[src/rtl/fet_arb_pkg.sv]
`timescale 1ns/1ps
// Package: shared types for the switch drive arbiter.
// Assumes the options byte keeps the bit order its neighbours decode.
package fet_arb_pkg;
    localparam int OPT_W     = 8;
    localparam int NUM_SW    = 2;
    localparam int SW_CHG    = 0;
    localparam int SW_DSG    = 1;
    localparam logic [OPT_W-1:0] OPT_POR = 8'h18;

    // Options byte, MSB first.
    typedef struct packed {
        logic det_en;
        logic host_off_ok;
        logic host_on_ok;
        logic chg_keep_low;
        logic series;
        logic auto_dflt;
        logic rsvd;
        logic recov_ok;
    } fet_opts_t;

    // Latched host request.
    typedef enum logic [1:0] {
        HOST_NONE = 2'd0,
        HOST_OFF  = 2'd1,
        HOST_ON   = 2'd2
    } host_req_e;
endpackage

[src/rtl/fet_auto_state.sv]
`timescale 1ns/1ps
// Module: holds the active autonomous-control flag.
// Loads the default on configuration exit (wins over toggle), inverts on toggle.
// Assumes strobes are one-cycle synchronous pulses.
module fet_auto_state (
    input  logic clk,
    input  logic rst_n,
    input  logic cfg_exit_i,
    input  logic toggle_i,
    input  logic dflt_i,
    output logic auto_nxt_o,
    output logic auto_q_o
);
    // Next-state selection: load beats toggle beats hold.
    always_comb begin
        if (cfg_exit_i)    auto_nxt_o = dflt_i;
        else if (toggle_i) auto_nxt_o = ~auto_q_o;
        else               auto_nxt_o = auto_q_o;
    end

    // State register, cleared to test mode on reset.
    always_ff @(posedge clk) begin
        if (!rst_n) auto_q_o <= 1'b0;
        else        auto_q_o <= auto_nxt_o;
    end

    p_load_default_r2: assert property (@(posedge clk) disable iff (!rst_n)
        cfg_exit_i |=> (auto_q_o == $past(dflt_i)));
    p_toggle_invert_r3: assert property (@(posedge clk) disable iff (!rst_n)
        (toggle_i && !cfg_exit_i) |=> (auto_q_o != $past(auto_q_o)));
    p_hold_r3: assert property (@(posedge clk) disable iff (!rst_n)
        (!toggle_i && !cfg_exit_i) |=> $stable(auto_q_o));
endmodule

[src/rtl/fet_host_latch.sv]
`timescale 1ns/1ps
// Module: latches the last permitted host switch command.
// Off beats on in the same cycle; commands without permission leave the state.
module fet_host_latch
    import fet_arb_pkg::*;
(
    input  logic      clk,
    input  logic      rst_n,
    input  logic      off_req_i,
    input  logic      on_req_i,
    input  logic      off_ok_i,
    input  logic      on_ok_i,
    output host_req_e host_nxt_o,
    output host_req_e host_q_o
);
    logic off_take;
    logic on_take;

    // Qualify each strobe by its permit bit.
    always_comb begin
        off_take = off_req_i && off_ok_i;
        on_take  = on_req_i && on_ok_i;
    end

    // Next request: permitted off, else permitted on, else hold.
    always_comb begin
        if (off_take)     host_nxt_o = HOST_OFF;
        else if (on_take) host_nxt_o = HOST_ON;
        else              host_nxt_o = host_q_o;
    end

    // Request register, no request after reset.
    always_ff @(posedge clk) begin
        if (!rst_n) host_q_o <= HOST_NONE;
        else        host_q_o <= host_nxt_o;
    end

    p_off_wins_r4: assert property (@(posedge clk) disable iff (!rst_n)
        (off_req_i && off_ok_i) |=> (host_q_o == HOST_OFF));
    p_off_ignored_r4: assert property (@(posedge clk) disable iff (!rst_n)
        (off_req_i && !off_ok_i && !(on_req_i && on_ok_i)) |=> $stable(host_q_o));
    p_on_ignored_r5: assert property (@(posedge clk) disable iff (!rst_n)
        (on_req_i && !on_ok_i && !(off_req_i && off_ok_i)) |=> $stable(host_q_o));
endmodule

[src/rtl/fet_switch_decide.sv]
`timescale 1ns/1ps
// Module: decides and registers one switch enable.
// Priority: body-diode forcing, then low-current drop (CHG variant only),
// then the mode rule (autonomous: fault and host-off open it; test: host-on closes it).
module fet_switch_decide
    import fet_arb_pkg::*;
#(
    parameter bit LOW_CUR_DROP = 1'b0
) (
    input  logic      clk,
    input  logic      rst_n,
    input  logic      auto_nxt_i,
    input  host_req_e host_nxt_i,
    input  logic      fault_i,
    input  logic      bd_cur_i,
    input  logic      series_i,
    input  logic      low_cur_i,
    input  logic      keep_low_i,
    output logic      en_q_o
);
    logic bd_force;
    logic low_drop;
    logic mode_on;
    logic en_d;

    // Combine the sources into the next enable.
    always_comb begin
        bd_force = series_i && bd_cur_i;
        low_drop = LOW_CUR_DROP && low_cur_i && !keep_low_i;
        if (auto_nxt_i) mode_on = !fault_i && (host_nxt_i != HOST_OFF);
        else            mode_on = (host_nxt_i == HOST_ON);
        en_d = bd_force || (!low_drop && mode_on);
    end

    // Output register, switch off on reset.
    always_ff @(posedge clk) begin
        if (!rst_n) en_q_o <= 1'b0;
        else        en_q_o <= en_d;
    end

    p_bd_force_r8: assert property (@(posedge clk) disable iff (!rst_n)
        (series_i && bd_cur_i) |=> en_q_o);
    p_test_mode_off_r6: assert property (@(posedge clk) disable iff (!rst_n)
        (!auto_nxt_i && (host_nxt_i != HOST_ON) && !(series_i && bd_cur_i)) |=> !en_q_o);
    p_fault_off_r7: assert property (@(posedge clk) disable iff (!rst_n)
        (auto_nxt_i && fault_i && !(series_i && bd_cur_i)) |=> !en_q_o);

    if (LOW_CUR_DROP) begin : g_low_chk
        p_low_drop_r9: assert property (@(posedge clk) disable iff (!rst_n)
            (low_cur_i && !keep_low_i && !(series_i && bd_cur_i)) |=> !en_q_o);
    end
endmodule

[src/rtl/fet_recov_gate.sv]
`timescale 1ns/1ps
// Module: qualifies a manual recovery request against sealed status.
// Emits a registered one-cycle grant per request cycle.
module fet_recov_gate (
    input  logic clk,
    input  logic rst_n,
    input  logic req_i,
    input  logic sealed_i,
    input  logic permit_i,
    output logic ok_q_o
);
    // Grant register: unsealed, or sealed with permission.
    always_ff @(posedge clk) begin
        if (!rst_n) ok_q_o <= 1'b0;
        else        ok_q_o <= req_i && (!sealed_i || permit_i);
    end

    p_sealed_refuse_r10: assert property (@(posedge clk) disable iff (!rst_n)
        (sealed_i && !permit_i) |=> !ok_q_o);
    p_unsealed_grant_r10: assert property (@(posedge clk) disable iff (!rst_n)
        (req_i && !sealed_i) |=> ok_q_o);
    p_pulse_r11: assert property (@(posedge clk) disable iff (!rst_n)
        !req_i |=> !ok_q_o);
endmodule

[src/rtl/fet_drive_arbiter.sv]
`timescale 1ns/1ps
// Module: top of the battery switch drive arbiter.
// Decodes the options byte, keeps autonomous and host state, and registers
// the CHG/DSG enables and the recovery grant. All inputs are synchronous.
module fet_drive_arbiter
    import fet_arb_pkg::*;
(
    input  logic             clk,
    input  logic             rst_n,
    input  logic [OPT_W-1:0] opt_i,
    input  logic             flt_chg_i,
    input  logic             flt_dsg_i,
    input  logic             host_off_i,
    input  logic             host_on_i,
    input  logic             cfg_exit_i,
    input  logic             auto_tgl_i,
    input  logic             sealed_i,
    input  logic             low_cur_i,
    input  logic             bd_chg_i,
    input  logic             bd_dsg_i,
    input  logic             recov_req_i,
    output logic             chg_en_o,
    output logic             dsg_en_o,
    output logic             auto_en_o,
    output logic             recov_ok_o
);
    fet_opts_t         opts;
    logic              auto_nxt;
    host_req_e         host_nxt;
    host_req_e         host_q;
    logic [NUM_SW-1:0] flt_v;
    logic [NUM_SW-1:0] bd_v;
    logic [NUM_SW-1:0] en_v;
    logic              unused_opt_bits;
    host_req_e         unused_host_q;

    // Decode the options byte and gather per-switch inputs.
    always_comb begin
        opts              = fet_opts_t'(opt_i);
        flt_v[SW_CHG]     = flt_chg_i;
        flt_v[SW_DSG]     = flt_dsg_i;
        bd_v[SW_CHG]      = bd_chg_i;
        bd_v[SW_DSG]      = bd_dsg_i;
        unused_opt_bits   = opts.det_en ^ opts.rsvd;
        unused_host_q     = host_q;
    end

    fet_auto_state u_auto (
        .clk        (clk),
        .rst_n      (rst_n),
        .cfg_exit_i (cfg_exit_i),
        .toggle_i   (auto_tgl_i),
        .dflt_i     (opts.auto_dflt),
        .auto_nxt_o (auto_nxt),
        .auto_q_o   (auto_en_o)
    );

    fet_host_latch u_host (
        .clk        (clk),
        .rst_n      (rst_n),
        .off_req_i  (host_off_i),
        .on_req_i   (host_on_i),
        .off_ok_i   (opts.host_off_ok),
        .on_ok_i    (opts.host_on_ok),
        .host_nxt_o (host_nxt),
        .host_q_o   (host_q)
    );

    for (genvar g = 0; g < NUM_SW; g++) begin : g_sw
        fet_switch_decide #(
            .LOW_CUR_DROP (g == SW_CHG)
        ) u_sw (
            .clk        (clk),
            .rst_n      (rst_n),
            .auto_nxt_i (auto_nxt),
            .host_nxt_i (host_nxt),
            .fault_i    (flt_v[g]),
            .bd_cur_i   (bd_v[g]),
            .series_i   (opts.series),
            .low_cur_i  (low_cur_i),
            .keep_low_i (opts.chg_keep_low),
            .en_q_o     (en_v[g])
        );
    end

    fet_recov_gate u_recov (
        .clk      (clk),
        .rst_n    (rst_n),
        .req_i    (recov_req_i),
        .sealed_i (sealed_i),
        .permit_i (opts.recov_ok),
        .ok_q_o   (recov_ok_o)
    );

    // Drive the switch enables from the per-switch registers.
    always_comb begin
        chg_en_o = en_v[SW_CHG];
        dsg_en_o = en_v[SW_DSG];
    end

    p_dsg_low_ignored_r9: assert property (@(posedge clk) disable iff (!rst_n)
        (low_cur_i && !flt_dsg_i && auto_nxt && (host_nxt != HOST_OFF)) |=> dsg_en_o);
endmodule

[config.mk]
export PLATFORM = sky130hd
export DESIGN_NAME = fet_drive_arbiter
export DESIGN_NICKNAME = d
export VERILOG_FILES = /design/src/rtl/fet_arb_pkg.sv /design/src/rtl/fet_auto_state.sv /design/src/rtl/fet_host_latch.sv /design/src/rtl/fet_switch_decide.sv /design/src/rtl/fet_recov_gate.sv /design/src/rtl/fet_drive_arbiter.sv
export SDC_FILE = /design/constraint.sdc
export NUM_CORES = 1
export LEC_CHECK = 0
export CAP_MARGIN = 20
export CORE_AREA = 2 2 39 41
export DETAILED_ROUTE_END_ITERATION = 8
export DIE_AREA = 0 0 41 43
export DONT_BUFFER_PORTS = 1
export PLACE_DENSITY = 0.39
export SLEW_MARGIN = 30
export SYNTH_ARGS = -nofsm -noshare
export SYNTH_HDL_FRONTEND = slang
export SYNTH_SLANG_ARGS = --single-unit
[constraint.sdc]
create_clock -name clk -period 2.9 [get_ports clk]
set_input_delay 0.145 -clock clk [delete_from_list [all_inputs] [get_ports clk]]
set_output_delay 0.145 -clock clk [all_outputs]
set_load 0.02 [all_outputs]
==> results.md, run 1 <==
- Crit-path cells: xnor2_1 -> o21ai_2 -> mux2i_1 -> o21ai_1
- Die Height: 43 um
- H-tree depth: 1
- Clock Skews: 5.04 ps
- Met2 WL: 333 um
- Via Count: 241
- TritonCTS clock tree: yes
- Routed Antenna Nets: 0
- Fin crit period: 1150 ps
- Total die area: 1760 um^2
- Dpl hpwl: 509 um
- Post-DR vias/cell: 4.46
- Grt total ovfl: 0
- Final setup viols: 0
- CP Max Fanout: 4
- CTS Buffer Depth: 2
- Row count: 14
- Post-CTS Resized: 0
- CP bufs+invs: 0
- LEAKAGE: 0.135 nW
- Clock root buffer: clkbuf_4
- Critical Path RT: 3030 ps
- Number of clock sinks: 6
- Fmax: 871 MHz
- Top Family by Delay on Critical Path: flip-flops
- Critical path class: flip-flop to flip-flop
- Post-route setup TNS: 0 ps
- Pre-antenna DRT Iters: 2
- Max Cap Viol: 0
- Total track usage: 0.0793
- Die W: 41 um
- PwrDens: 593 nW/um^2
- Avg Cell Area, Syn: 8.17 um^2
- Final wirelength: 620 um
- Critical Path Max Stage Delay: 450 ps
- Sequential cell area fraction in the yosys report: 0.432
- Yosys cell types: 18
- Period utilization: 0.396
- Unrepaired setup endpoints after global routing: no
- Prevailing post-synth register cell: dfxtp_1
- PortBufs: 0
- Slew @ Worst Pin: 296 ps
- Syn Std Cell Area: 278 um^2
- Drt wl/cell: 11.5 um
- Ports: 25
- Startpoint types: flip-flop
- Final max-slew violation count: 0
- Area grow syn2layout: 18.9%
- Largest net degree at the start of global routing: 7
- Total core area: 1380 um^2
- DR iter-0 viols: 1
- Worst-Skew Late Latency: 240 ps
- CP max-delay cell: dfxtp_1
- DRC: 0
- Data arrival, critical path: 1280 ps
- Ys async rst share: 0
- Nets@finish: 61
- Final Hold Slack: 17.4 ps
- Status: finished clean
- Met3 WL: 73 um
- Hold_buf cts: 1
- GPL Wtd Cong: 0.632
- Fillcell total: 162
- Slew headroom: 0.803
- Worst Setup End Kind: flip-flop
- Worst-path clk slew: 50 ps
- Cell count after synthesis: 34
- First-pass GRT wire length: 876 um
- VDD IR max: 135 uV
- Ys Warns: 0
- CTS buffer count: 3
- Post-CTS Setup Inserts: 0
- Initial Util: 0.201
- Worst Hold Class: input pin to flip-flop
- Flops & latches, synth: 6
- Hold_sp: rst_n
- M1 wire length: 212 um
- Critical R2R Launch: u_auto.auto_q_o
- Uppermost layer routed: met3
- Initial antenna violation count: 0
- Vias in the first global route: 232
- Share of cells above drive strength 1: 0.132
- Number of antenna diodes: 0
- Post-synth EDFFs: 0
- Syn Nets: 55
- Hold Violations, Final: 0
- Critical Path Source: u_auto.auto_q_o
[worst paths after layout]
path              slack, ps  depth (start not counted)                   to
hold / removal           20                          2   u_host.host_q_o[1]
setup / recovery       1750                          4  g_sw[0].u_sw.en_q_o
hold reg to reg         490                          2   u_host.host_q_o[0]
setup reg to reg       1750                          4  g_sw[0].u_sw.en_q_o
[metrics by stage]
stage          power [mW]  instances   util  instance area, um^2  setup WS (ps)
3_3_place_gp        0.119         50  0.215                  298           1720
2_1_floorplan       0.116         34      -                  278           1830
3_5_place_dp        0.120         50  0.215                  298           1730
5_1_grt             0.207         54  0.239                  330           1670
4_1_cts             0.201         54  0.239                  330           1720
6_report            0.196         54  0.239                  330           1750
[flip-flops by register name, summed over array words and instances, names as in the netlist]
| signal | cells |
|---|---|
| u_auto.auto_q_o | 1 |
| u_recov.ok_q_o | 1 |
| u_host.host_q_o | 2 |
| g_sw.u_sw.en_q_o | 2 |
[cell usage in the layout, fill, tap and decap left out]
cell	n
nand2_1	8
dfxtp_1	6
a21oi_1	3
inv_1	3
clkbuf_4	3
xnor2_1	1
o21ai_2	1
and2_1	1
nor2_1	1
o21ai_0	1
or2b_1	1
a21boi_2	1
a221oi_1	1
mux2i_1	1
nand3_1	1
o21ai_1	1
nand2b_1	1
nand4b_1	1
a31oi_1	1
dlygate4sd3_1	1
[cells in the mapped netlist, drive strengths merged (3+ instances only)]
cell type / instances / area [um^2]
a21oi: 3 / 15.0
dfxtp: 6 / 120
inv: 3 / 11.3
nand2: 8 / 30.0
o21ai: 3 / 18.8
[power by group]
| group | leakage (nW) | internal, mW | switching (mW) | total [mW] |
|---|---|---|---|---|
| registers | 0.0497 | 0.0889 | 0.00860 | 0.0975 |
| logic | 0.0713 | 0.0112 | 0.0102 | 0.0214 |
| clock network | 0.0138 | 0.0468 | 0.0303 | 0.0771 |
| total | 0.135 | 0.147 | 0.0491 | 0.196 |
[cells by family (layout without fill, tap and decap cells)]
kind of cell / count (synthesis) / in the layout / synth area share
mux: 1 / 1 / 0.0360
buf+inv: 3 / 7 / 0.0405
compound gates: 9 / 9 / 0.216
xor+xnor: 1 / 1 / 0.0315
simple gates: 14 / 14 / 0.243
flops: 6 / 6 / 0.432
[final cells by class]
| cell class | instances | area, um^2 | area share |
|---|---|---|---|
| Clock buffer | 3 | 22.5 | 0.0682 |
| Inverter | 3 | 11.3 | 0.0341 |
| Sequential cell | 6 | 120 | 0.364 |
| Multi-Input combinational cell | 25 | 146 | 0.443 |
| Timing Repair Buffer | 1 | 10.0 | 0.0303 |
| Tap cell | 16 | 20.0 | 0.0606 |
[metal layers]
metal | vias to the layer above | global-route usage
li1 | 123 | -
met1 | 107 | 0.0579
met2 | 11 | 0.131
met3 | 0 | 0.0838
met4 | 0 | 0.0200
met5 | - | 0
(Power assumes the default switching activity.)
==> inputs of run 2 (changes only) <==
Settings changed: ABC_AREA set to 1, PLACE_DENSITY 0.39 to 0.4.
Clock period 2.9 ns to 1 ns, I/O delays scaled along.
==> results.md, run 2 <==
- Status: finished, violations left
- Failing checks: negative setup slack
- Synth cell count leaders: nand2_1 (19), inv_1 (8), dfxtp_1 (6)
- Multi-input gate area: 159 um^2 (+8.5%)
- Most used cell along the critical path: nand2_2
- Fmax: 994 MHz (+14%)
- Final max-slew violation count: 0 (unchanged)
- Total die area: 1760 um^2 (unchanged)
- Clk pwr share: 0.351 (-0.042)
- Ports: 25 (unchanged)
- Synth Area in Compound Gates: 0.0837 (-0.133)
- CP Max Fanout: 4 (unchanged)
- Max Cap Viol: 0 (unchanged)
- Hold Violations, Final: 0 (unchanged)
- CTS buffer count: 3 (unchanged)
- Period utilization: 1.01 (+0.610)
- Clock Skews: 2.53 ps (-2.50 ps)
- Critical Path Max Stage Delay: 330 ps (-120 ps)
- Initial antenna violation count: 0 (unchanged)
- CP max-delay cell: dfxtp_2
- Yosys cell types: 10 (-8)
- Post-synth EDFFs: 0 (unchanged)
- Dpl hpwl: 473 um (-7.0%)
- Critical R2R Launch: u_auto.auto_q_o
- Final wirelength: 603 um (-2.7%)
- Hold depth: 3 (+1)
- Cell area after layout: 428 um^2 (+30%)
- Grt total ovfl: 0 (unchanged)
- P_int: 0.449 mW (+210%)
- Vias in the first global route: 232 (unchanged)
- Slew @ Worst Pin: 208 ps (-88.0 ps)
- Post-Synth XOR/XNOR Area: 0 (-0.0315)
- Critical Path Source: u_auto.auto_q_o
- Nets@finish: 79 (+30%)
- Total track usage: 0.0822 (+0.00285)
- Placed Area: 313 um^2 (+5.0%)
- Data arrival, critical path: 1130 ps (-150 ps)
- Row count: 14 (unchanged)
- PortBufs: 0 (unchanged)
- Fin crit period: 1010 ps (-143 ps)
- FF-to-FF path depth: 9 (+5)
- Most frequent cells in the layout: nand2_1 (15), inv_1 (8), dlygate4sd3_1 (6)
- Critical path class: flip-flop to flip-flop
- Crit-path cells: inv_1 -> nand2_1 -> nand2_2 -> nand2_2 -> nand2_4 -> nand2_2 -> nand2_2 -> nor2_2 -> nor2_1
- Synth top area cells: dfxtp_1 (42%), nand2_1 (25%), inv_1 (11%), nor2_1 (6.6%), a21oi_1 (3.5%)
- CTS Buffer Depth: 2 (unchanged)
- CP bufs+invs: 1 (+1)
- Share of cells above drive strength 1: 0.268 (+0.136)
- Worst-path clk slew: 40 ps (about the same)
- Fillcell total: 160 (-1.2%)
- Worst Setup End Kind: flip-flop
- Syn Std Cell Area: 284 um^2 (+2.3%)
- Area grow syn2layout: 50.7%
- Reg2Reg Capture Point: g_sw[1].u_sw.en_q_o
- Sequential cell area fraction in the yosys report: 0.423 (-0.00952)
- Number of clock sinks: 6 (unchanged)
- Reg area: 121 um^2 (+1.0%)
- DR iter-0 viols: 0 (-1)
- TritonCTS clock tree: yes
- Top Family by Delay on Critical Path: simple AND/OR/NAND/NOR gates
- Hold_sp: low_cur_i
- Most common cell after layout, fill and taps aside: nand2_1
- Synth top area share: 0.423 (-0.00952)
- Synth Area in Adders: 0 (unchanged)
- Syn Nets: 66 (+20%)
- Final setup margin: -5.81 ps (-1760 ps)
- Post-synth top area cell: dfxtp_1
- Worst-Skew Late Latency: 240 ps (about the same)
- Via Count: 277 (+15%)
- Post-route setup TNS: -5.81 ps (-5.81 ps)
- Top flop regs: g_sw.u_sw.en_q_o (2), u_host.host_q_o (2)
- Final setup viols: 1 (+1)
- Flop2flop setup slack: -6 ps (-1760 ps)
- Ys Warns: 0 (unchanged)
- Pre-antenna DRT Iters: 1 (-1)
- Post-DR vias/cell: 3.85 (-14%)
- NetSw: 0.151 mW (+210%)
- Drt wl/cell: 8.38 um (-27%)
- Startpoint types: flip-flop
- Routed Antenna Nets: 0 (unchanged)
- Total core area: 1380 um^2 (unchanged)
- Ys async rst share: 0 (unchanged)
- PwrDens: 1400 nW/um^2 (+140%)
- Comb pwr share: 0.190 (+0.081)
- DRC: 0 (unchanged)
- Die Height: 43 um (unchanged)
- VDD IR max: 702 uV (+420%)
- Die W: 41 um (unchanged)
- Unrepaired setup endpoints after global routing: yes
- Flops & latches, synth: 6 (unchanged)
- Pre-CTS setup slack: -20.0 ps (-1750 ps)
- Worst Hold End: g_sw[0].u_sw.en_q_o
- Cell count after synthesis: 45 (+32%)
- Largest family of logic cells by synthesized area: simple AND/OR/NAND/NOR gates
- Top-count cell post-synth: nand2_1
- Avg Cell Area, Syn: 6.31 um^2 (-23%)
- Initial Util: 0.205 (+0.00452)
- Prevailing post-synth register cell: dfxtp_1
- Switching Share: 0.251 (+0.000359)
- GPL Wtd Cong: 0.645 (+2.0%)
- Critical Path RT: 1120 ps (-1910 ps)
- LEAKAGE: 0.215 nW (+59%)
- First-pass GRT wire length: 903 um (+3.1%)
- WP depth: 9 (+5)
- H-tree depth: 1 (unchanged)
- Simple-gate share of the synthesized area: 0.388 (+0.144)
- Number of antenna diodes: 0 (unchanged)
- Largest net degree at the start of global routing: 6 (-1)
- Worst Hold Class: input pin to flip-flop
- Slew headroom: 0.861 (+0.0585)
- Mux cell area share after synthesis: 0 (-0.0360)
- Sequential power share: 0.459 (-0.038)
- Clock root buffer: clkbuf_4
==> run 2: worst min-delay path, delay by kind of cell <==
kind	cells	cell delay [ps]
and+or+nand+nor	2	100
AOI/OAI and AO/OA	1	40
==> run 2: how the worst max path moves through the flow <==
stage	slack (ps)	to
2_1_floorplan	20	g_sw[1].u_sw.en_q_o
3_3_place_gp	7	g_sw[1].u_sw.en_q_o
3_5_place_dp	-20	g_sw[1].u_sw.en_q_o
4_1_cts	-10	g_sw[1].u_sw.en_q_o
5_1_grt	-130	g_sw[1].u_sw.en_q_o
6_report	-6	g_sw[1].u_sw.en_q_o
==> run 2: layout make-up <==
class                      count  area share
inverter                       8      0.0702
multi-input combinational     31       0.371
timing repair buffer           8       0.175
tap                           16      0.0468
clock buffer                   3      0.0526
sequential                     6       0.284
==> run 2: logic make-up after synthesis <==
group	count (synthesis)
buf+inv	8
compound gates	4
simple gates	27
flops	6
==> run 2: power groups by stage <==
stage | Combinational, mW | Sequential (mW) | Clock, mW
floorplan | 0.0563 | 0.283 | 0
global placement | 0.0750 | 0.280 | 0
detailed placement | 0.0761 | 0.280 | 0
CTS | 0.0974 | 0.276 | 0.220
global route | 0.132 | 0.277 | 0.241
finish | 0.114 | 0.276 | 0.211
==> run 2: stage by stage <==
stage,hold slack (ps),instances,util,power [mW]
6_report,6.83,72,0.309,0.600
5_1_grt,19.8,72,0.309,0.649
4_1_cts,-65.6,70,0.282,0.593
3_5_place_dp,148,62,0.226,0.356
3_3_place_gp,145,62,0.226,0.355
2_1_floorplan,141,45,-,0.339
==> run 2: what timing repair did <==
item	4_1_cts	5_1_grt
pin swaps	2	5
gates resized for setup	2	6
endpoints found under the hold margin	2	1
hold buffers	4	2
endpoints found under the setup margin	2	3
buffers inserted	1	0
==> run 2: per-layer routing <==
metal / global-route usage / wire, um / up-vias
met3: 0.0628 / 76 / 2
li1: - / - / 154
met2: 0.113 / 253 / 18
met5: 0 / 0 / -
met1: 0.0895 / 262 / 103
met4: 0.0400 / 10 / 0
